--- config.mk ---
export PLATFORM = sky130hd
export DESIGN_NAME = tmr_autoreload
export DESIGN_NICKNAME = d
export VERILOG_FILES = /design/src/rtl/tmr_pkg.sv /design/src/rtl/tmr_addr_dec.sv /design/src/rtl/tmr_counter.sv /design/src/rtl/tmr_ctrl.sv /design/src/rtl/tmr_autoreload.sv
export SDC_FILE = /design/constraint.sdc
export NUM_CORES = 1
export LEC_CHECK = 0
export ABC_CLOCK_PERIOD_IN_PS = 6500
export BUFFER_PORTS_ARGS = -buffer_cell sky130_fd_sc_hd__buf_2
export CAP_MARGIN = 20
export CORE_ASPECT_RATIO = 0.8
export CORE_MARGIN = 8
export CORE_UTILIZATION = 55
export DETAILED_ROUTE_END_ITERATION = 10
export PLACE_DENSITY = 0.75
export REMOVE_ABC_BUFFERS = 1
export SLEW_MARGIN = 15
export SYNTH_ARGS = -nofsm -noshare
export SYNTH_HDL_FRONTEND = slang
export SYNTH_SLANG_ARGS = --single-unit
--- constraint.sdc ---
create_clock -name clk -period 6.5 [get_ports clk]
set_input_delay 0.325 -clock clk [delete_from_list [all_inputs] [get_ports clk]]
set_output_delay 0.325 -clock clk [all_outputs]
set_load 0.005 [all_outputs]
--- src/rtl/tmr_pkg.sv ---
`timescale 1ns/1ps
package tmr_pkg;
  localparam int CTL_RUN  = 4;
  localparam int CTL_TOG  = 5;
  localparam int CTL_IE   = 6;
  localparam int CTL_PEND = 7;

  typedef enum logic [2:0] {
    SEL_NONE,
    SEL_CNT,
    SEL_RLD,
    SEL_CTL,
    SEL_OUT
  } tmr_sel_e;
endpackage

--- src/rtl/tmr_addr_dec.sv ---
`timescale 1ns/1ps
module tmr_addr_dec
  import tmr_pkg::*;
#(
  parameter int NB = 2,
  parameter int AW = 3,
  localparam int LW = (NB > 1) ? $clog2(NB) : 1
) (
  input  logic [AW-1:0] addr,
  output tmr_sel_e      sel,
  output logic [LW-1:0] lane
);
  localparam int RLD_BASE = NB;
  localparam int CTL_ADDR = 2 * NB;
  localparam int OUT_ADDR = 2 * NB + 1;

  always_comb begin
    sel  = SEL_NONE;
    lane = '0;
    if (int'(addr) < RLD_BASE) begin
      sel  = SEL_CNT;
      lane = LW'(addr);
    end else if (int'(addr) < CTL_ADDR) begin
      sel  = SEL_RLD;
      lane = LW'(int'(addr) - RLD_BASE);
    end else if (int'(addr) == CTL_ADDR) begin
      sel = SEL_CTL;
    end else if (int'(addr) == OUT_ADDR) begin
      sel = SEL_OUT;
    end
  end
endmodule

--- src/rtl/tmr_counter.sv ---
`timescale 1ns/1ps
module tmr_counter
  import tmr_pkg::*;
#(
  parameter int NB = 2,
  parameter int DW = 8,
  localparam int LW = (NB > 1) ? $clog2(NB) : 1,
  localparam int CW = NB * DW
) (
  input  logic          clk,
  input  logic          rst_n,
  input  logic          tick,
  input  logic          run,
  input  logic          we,
  input  tmr_sel_e      sel,
  input  logic [LW-1:0] lane,
  input  logic [DW-1:0] wdata,
  output logic [CW-1:0] cnt_q,
  output logic [CW-1:0] rld_q,
  output logic          uflow
);
  logic          cnt_wr;
  logic          rld_wr;
  logic          step;
  logic [CW-1:0] cnt_d;

  assign cnt_wr = we && (sel == SEL_CNT);
  assign rld_wr = we && (sel == SEL_RLD);
  assign step   = tick && run && !cnt_wr;
  assign uflow  = step && (cnt_q == '0);

  always_comb begin
    cnt_d = cnt_q;
    if (step) begin
      cnt_d = (cnt_q == '0) ? rld_q : cnt_q - CW'(1);
    end
    for (int b = 0; b < NB; b++) begin
      if (cnt_wr && (lane == LW'(b))) begin
        cnt_d[b*DW +: DW] = wdata;
      end
    end
  end

  always_ff @(posedge clk or negedge rst_n) begin
    if (!rst_n) cnt_q <= '0;
    else        cnt_q <= cnt_d;
  end

  for (genvar b = 0; b < NB; b++) begin : g_rld
    logic [DW-1:0] byte_q;
    always_ff @(posedge clk or negedge rst_n) begin
      if (!rst_n)                          byte_q <= '0;
      else if (rld_wr && lane == LW'(b))   byte_q <= wdata;
    end
    assign rld_q[b*DW +: DW] = byte_q;
  end
endmodule

--- src/rtl/tmr_ctrl.sv ---
`timescale 1ns/1ps
module tmr_ctrl
  import tmr_pkg::*;
#(
  parameter int DW = 8
) (
  input  logic          clk,
  input  logic          rst_n,
  input  logic          we,
  input  tmr_sel_e      sel,
  input  logic [DW-1:0] wdata,
  input  logic          uflow,
  output logic          run_q,
  output logic          tog_q,
  output logic          ie_q,
  output logic          pend_q,
  output logic          out_q,
  output logic [DW-1:0] ctl_rd,
  output logic          irq
);
  logic ctl_wr;
  logic out_wr;

  assign ctl_wr = we && (sel == SEL_CTL);
  assign out_wr = we && (sel == SEL_OUT);

  always_ff @(posedge clk or negedge rst_n) begin
    if (!rst_n) begin
      run_q <= 1'b0;
      tog_q <= 1'b0;
      ie_q  <= 1'b0;
    end else if (ctl_wr) begin
      run_q <= wdata[CTL_RUN];
      tog_q <= wdata[CTL_TOG];
      ie_q  <= wdata[CTL_IE];
    end
  end

  always_ff @(posedge clk or negedge rst_n) begin
    if (!rst_n)                          pend_q <= 1'b0;
    else if (uflow)                      pend_q <= 1'b1;
    else if (ctl_wr && wdata[CTL_PEND])  pend_q <= 1'b0;
  end

  always_ff @(posedge clk or negedge rst_n) begin
    if (!rst_n)              out_q <= 1'b0;
    else if (out_wr)         out_q <= wdata[0];
    else if (uflow && tog_q) out_q <= ~out_q;
  end

  always_comb begin
    ctl_rd           = '0;
    ctl_rd[CTL_RUN]  = run_q;
    ctl_rd[CTL_TOG]  = tog_q;
    ctl_rd[CTL_IE]   = ie_q;
    ctl_rd[CTL_PEND] = pend_q;
  end

  assign irq = pend_q & ie_q;
endmodule

--- src/rtl/tmr_autoreload.sv ---
`timescale 1ns/1ps
module tmr_autoreload
  import tmr_pkg::*;
#(
  parameter int NB = 2,
  parameter int DW = 8,
  parameter int AW = 3
) (
  input  logic          clk,
  input  logic          rst_n,
  input  logic          tick,
  input  logic          bus_we,
  input  logic [AW-1:0] bus_addr,
  input  logic [DW-1:0] bus_wdata,
  output logic [DW-1:0] bus_rdata,
  output logic          tmr_out,
  output logic          irq
);
  localparam int LW = (NB > 1) ? $clog2(NB) : 1;
  localparam int CW = NB * DW;

  tmr_sel_e      sel;
  logic [LW-1:0] lane;
  logic [CW-1:0] cnt_q;
  logic [CW-1:0] rld_q;
  logic          uflow;
  logic          run_q;
  logic          tog_q;
  logic          ie_q;
  logic          pend_q;
  logic [DW-1:0] ctl_rd;

  tmr_addr_dec #(.NB(NB), .AW(AW)) u_dec (
    .addr (bus_addr),
    .sel  (sel),
    .lane (lane)
  );

  tmr_counter #(.NB(NB), .DW(DW)) u_cnt (
    .clk   (clk),
    .rst_n (rst_n),
    .tick  (tick),
    .run   (run_q),
    .we    (bus_we),
    .sel   (sel),
    .lane  (lane),
    .wdata (bus_wdata),
    .cnt_q (cnt_q),
    .rld_q (rld_q),
    .uflow (uflow)
  );

  tmr_ctrl #(.DW(DW)) u_ctl (
    .clk    (clk),
    .rst_n  (rst_n),
    .we     (bus_we),
    .sel    (sel),
    .wdata  (bus_wdata),
    .uflow  (uflow),
    .run_q  (run_q),
    .tog_q  (tog_q),
    .ie_q   (ie_q),
    .pend_q (pend_q),
    .out_q  (tmr_out),
    .ctl_rd (ctl_rd),
    .irq    (irq)
  );

  always_comb begin
    unique case (sel)
      SEL_CNT: bus_rdata = cnt_q[int'(lane)*DW +: DW];
      SEL_RLD: bus_rdata = rld_q[int'(lane)*DW +: DW];
      SEL_CTL: bus_rdata = ctl_rd;
      SEL_OUT: bus_rdata = DW'(tmr_out);
      default: bus_rdata = '0;
    endcase
  end
endmodule

After elaboration in Yosys (flattened, before gate mapping). Index checks and enable logic that the tools add are counted.

Flip-flop bits (word level): 37. Input port bits: 15. Output and inout bits: 10. Logic and storage cells: 58.

Add/sub/neg operators: 2. $lt $le $gt $ge: 2. Eq/ne operators: 6. Shift-type cells: 2. Mux-type cells: 15. Bitwise logic cells: 3. Reduce and logical (&&, ||, !) cells: 19.

Operators by type and width (count): 16-bit 2-to-1 mux (2); 8-bit one-hot mux with 4 select lines (1); 16-bit by 5-bit variable part select with 8-bit output (2); 16-bit zero test (1); 8-bit 2-to-1 mux (2); 16-bit by 1-bit subtractor with 16-bit output, second input constant (1); 1-bit logical AND (13); 3-bit 2-to-1 mux (4); 3-bit equality test, second input constant (3); 2-bit nonzero test (4); 3-bit by 2-bit equality test with 1-bit output, second input constant (2); 1-bit 2-to-1 mux (6); 3-bit by 1-bit equality test with 1-bit output, second input constant (1); 3-bit by 2-bit < comparator with 1-bit output, second input constant (1); 3-bit < comparator, second input constant (1); 1-bit inverter (2); 1-bit AND (1); 1-bit zero test (1); 1-bit subtractor, second input constant (1).

Longest topological paths before layout.
Word-level depth: 13. Mapped depth: 9.

Modules after synthesis. Synthesis repeated with hierarchy kept, for this count alone.

Cells, all modules: 266. Area total of the unflattened synthesis: 2675.1 um^2.

By module, submodules not included: tmr_counter (instances 1, cells each 180, area an instance 1875.5 um^2, seq. area each 800.8 um^2); tmr_autoreload (instances 1, cells each 53, area an instance 461.7 um^2, seq. area each 0.0 um^2); tmr_ctrl (instances 1, cells each 27, area an instance 300.3 um^2, seq. area each 125.1 um^2); tmr_addr_dec (instances 1, cells each 6, area an instance 37.5 um^2, seq. area each 0.0 um^2).

Worst setup path before layout. Ideal clock, no wire load.

Path type: register to register. Start point: register u_cnt.cnt_q[4]. End point: register u_cnt.cnt_q[12]. Arrival: 2133 ps. Required time: 6376 ps. Path slack: 4244 ps. Stages on the path, launching flop included: 10. Clock period less this slack: 2256 ps. Path through: dfrtp_1 -> or4_1 -> buf_2 -> or2_1 -> clkbuf_2 -> or2_1 -> buf_6 -> buf_4 -> o21ai_0 -> o21ai_1.

Word-level cells in the longest chain between the ends: 4. Elaborated cells between the ends (all ways): 5. Classes of those cells: add/sub (1); mux (3); reduce/logical (1).

Ends and longest elaborated chain: start: declaration (RTL line tmr_counter.sv:18) `output logic [CW-1:0] cnt_q,`; start signal: assignment (RTL line tmr_counter.sv:46) `else cnt_q <= cnt_d;`; 16-bit by 1-bit subtractor with 16-bit output or 16-bit zero test (tied branches) (RTL line tmr_counter.sv:35) `cnt_d = (cnt_q == '0) ? rld_q : cnt_q - CW'(1);`; 16-bit 2-to-1 mux * (RTL line tmr_counter.sv:35); 16-bit 2-to-1 mux * (RTL line tmr_counter.sv:34) `if (step) begin`; 8-bit 2-to-1 mux * (RTL line tmr_counter.sv:38) `if (cnt_wr && (lane == LW'(b))) begin`.

Every way passes the cells marked *; elsewhere a longest branch is shown, timed or not. The select of a mux whose other input is x is not followed. A chain may end at the register's enable or synchronous reset.

Worst setup path after layout.
Start point: register u_cnt.cnt_q[4]. End point: register u_cnt.cnt_q[3].

Word-level cells in the longest chain between the ends: 4.

Ends and longest elaborated chain (RTL line): 16-bit zero test (tmr_counter.sv:35); 16-bit 2-to-1 mux (tmr_counter.sv:35); 16-bit 2-to-1 mux (tmr_counter.sv:34); 8-bit 2-to-1 mux (tmr_counter.sv:38).

Every way passes these cells. The select of a mux whose other input is x is not followed.

==> reports/qor.csv <==
metric,value,unit
outcome,"finished, final reports clean",
clock_latency,0.30,ns
arrival,2.84,ns
die_x,89.4,um
drtIter0Drc,194,
syn-instance-count,249,
clock_sinks,37,
wl,6.27,mm
cts_buffer_depth,2,
drive_gt1_frac,0.243,
die_area,0.00669,mm2
end_kind,flip-flop,
crit_start,u_cnt.cnt_q[4]$_DFFE_PN0P_,
initial_core_util,0.568,
synth_compound_area_frac,0.159,
post_drt_wl_per_cell,19.3,um
drtAntennaViolNets,0,
via_per_inst,6.31,
synth_edf_count,0,
core_area,0.00418,mm2
grt_usage,0.208,
drv_cap,0,
min_period_over_period,0.407,
num_vias,2050,
clk_pin_slew,0.08,ns
crit_path_max_fanout,17,
fin_area,0.00261,mm2
area_growth,10.0,%
postPlaceCellArea,0.00251,mm2
setup_viol,0,
synth.most_common_cell,dfrtp_1,
fill_cells,368,
synth_commonest_cells,"37 x dfrtp_1, 26 x nor2_1, 21 x o21ai_0",
gp_congestion,0.965,
synth_top_area_share,0.390,
worstSetupPathType,reg2reg,
timing.rr.start,u_cnt.cnt_q[4]$_DFFE_PN0P_,
rsz0062_at_grt,false,
rows,21,
muxShareOfSynthArea,0.174,
slowest_stage,or4_1,
synth_ff_type,dfrtp_1,
stdcell_count,325,
post-cts-setup-buffers,0,
synth_xor_area_frac,0.0258,
tritoncts,yes,
ys_types,48,
n_antenna_cell,0,
critPathMaxStageDelay,0.68,ns
slew_headroom,0.401,
ctsHoldBuffers,0,
overflow,0,
p_per_area,370,mW/mm2
tightest_slew,0.898,ns
ctsHtreeMaxLevel,2,
start_kind,flip-flop,
hold_path.class,in2async,
fin_tns_setup,0,ns
ios,25,
synthSimpleGateAreaFrac,0.195,
fin_crit,2.65,ns
critPathRequiredTime,6.69,ns
ys_seq_area_frac,0.390,
worst_path_most_repeated_cell,or2_1,
antenna_found_initial,0,
synthAdderAreaFrac,0.0105,
yosys_warnings,0,
drc,0,
synth_top_family_by_area,simple AND/OR/NAND/NOR gates,
synth_top_cell_by_area,dfrtp_1,
grt_max_degree,38,
fmax,378,MHz
cts_buffers,5,
io_buffers,24,
die_y,74.8,um
post_cts_resized,0,
grt_pass1_vias,2055,
drv_slew,0,
ir_drop,154,uV
nets,284,
avgSynthCellArea,9.53,um2
first_pass_iters,4,
grt_pass1_wl,10.5,mm
place_inst,317,
synth-seq-cells,37,
power.leakage,1.13,nW
ys_async_sr_fraction,1.00,
dpl.hpwl,4.31,mm
synthesis.area,0.00237,mm2
fin_worst_skew,0.00958,ns
synth_area_leaders,"dfrtp_1 39%, mux2_2 8.5%, mux4_2 7.6%",
crit_chain,or4_1 > or2_1 > or2_1 > and3_4 > o311ai_2,
clockRootBuffer,clkbuf_8,
timing_hold_violations_final,0,
## worst max-delay path: cells and delay by family, from the launching register on
kind / cells / cell delay [ns]
AO/OA/AOI/OAI: 1 / 0.24
flip-flops: 1 / 0.45
AND/OR/NAND/NOR: 4 / 1.84
## sequential cells by signal, summed over array words and instances (netlist names)
name,flops
u_cnt.cnt_q,16
u_cnt.g_rld.byte_q,16
u_ctl.ie_q,1
u_ctl.out_q,1
u_ctl.pend_q,1
u_ctl.run_q,1
u_ctl.tog_q,1
## final timing paths
check,endpoint,slack (ns),cells past startpoint
setup / recovery,u_cnt.cnt_q[3]$_DFFE_PN0P_,3.85,5
hold / removal,u_cnt.g_rld[1].byte_q[2]$_DFFE_PN0P_,0.13,1
setup reg to reg,u_cnt.cnt_q[3]$_DFFE_PN0P_,3.85,5
hold reg to reg,u_ctl.pend_q$_DFFE_PN0P_,0.50,2
max in group asynchronous,u_cnt.cnt_q[8]$_DFFE_PN0P_,5.82,1
min in group clk,u_cnt.cnt_q[10]$_DFFE_PN0P_,0.29,3
## placed cells by master, fill, tap and decap left out, drive strengths merged, types with 7 or more instances in the layout
| master | Yosys | layout |
|---|---|---|
| clkbuf | 12 | 7 |
| mux2 | 18 | 18 |
| and3 | 9 | 9 |
| nand3 | 11 | 11 |
| a21oi | 12 | 12 |
| nand2 | 13 | 13 |
| mux4 | 8 | 8 |
| buf | 3 | 26 |
| o21ai | 24 | 24 |
| inv | 10 | 10 |
| dfrtp | 37 | 37 |
| nor2 | 26 | 26 |
## metal layers
metal,vias to the layer above,GRT usage,routed length (um)
met3,12,0.0632,615
met1,980,0.304,2910
li1,959,-,-
met2,99,0.295,2640
met5,-,0,0
met4,0,0.0386,106
## layout make-up
cell class                 instances  area [um2]  area share
tap                               57        71.3      0.0273
inverter                          10        37.5      0.0144
timing repair buffer              26         135      0.0517
sequential                        37         926       0.355
clock inverter                     1        5.00     0.00192
multi-input combinational        187        1340       0.513
clock buffer                       7        96.3      0.0369
## per-stage QoR
step                      total power [mW]  hold slack (ns)  utilization  worst slack (ns)
after floorplan                      0.664           0.0294            -              4.20
after global placement               0.768            0.471        0.601              3.98
after detailed placement             0.781            0.470        0.601              3.94
after CTS                            0.963            0.150        0.625              3.89
after global routing                  1.04            0.196        0.625              3.75
final                                0.966            0.132        0.625              3.85
## cells by family (layout without fill, tap and decap cells)
kind of cell    after synthesis  count (layout)
fa+ha+maj                     2               2
flops                        37              37
buf+inv                      25              44
simple gates                 90              90
mux                          29              29
xor+xnor                      7               7
compound gates               59              59
## power breakdown
part	internal (mW)	leakage, nW	switching, mW
sequential	0.304	0.456	0.0960
combinational	0.185	0.621	0.203
clock	0.0958	0.0542	0.0830
Power figures use the tool's default switching activity.
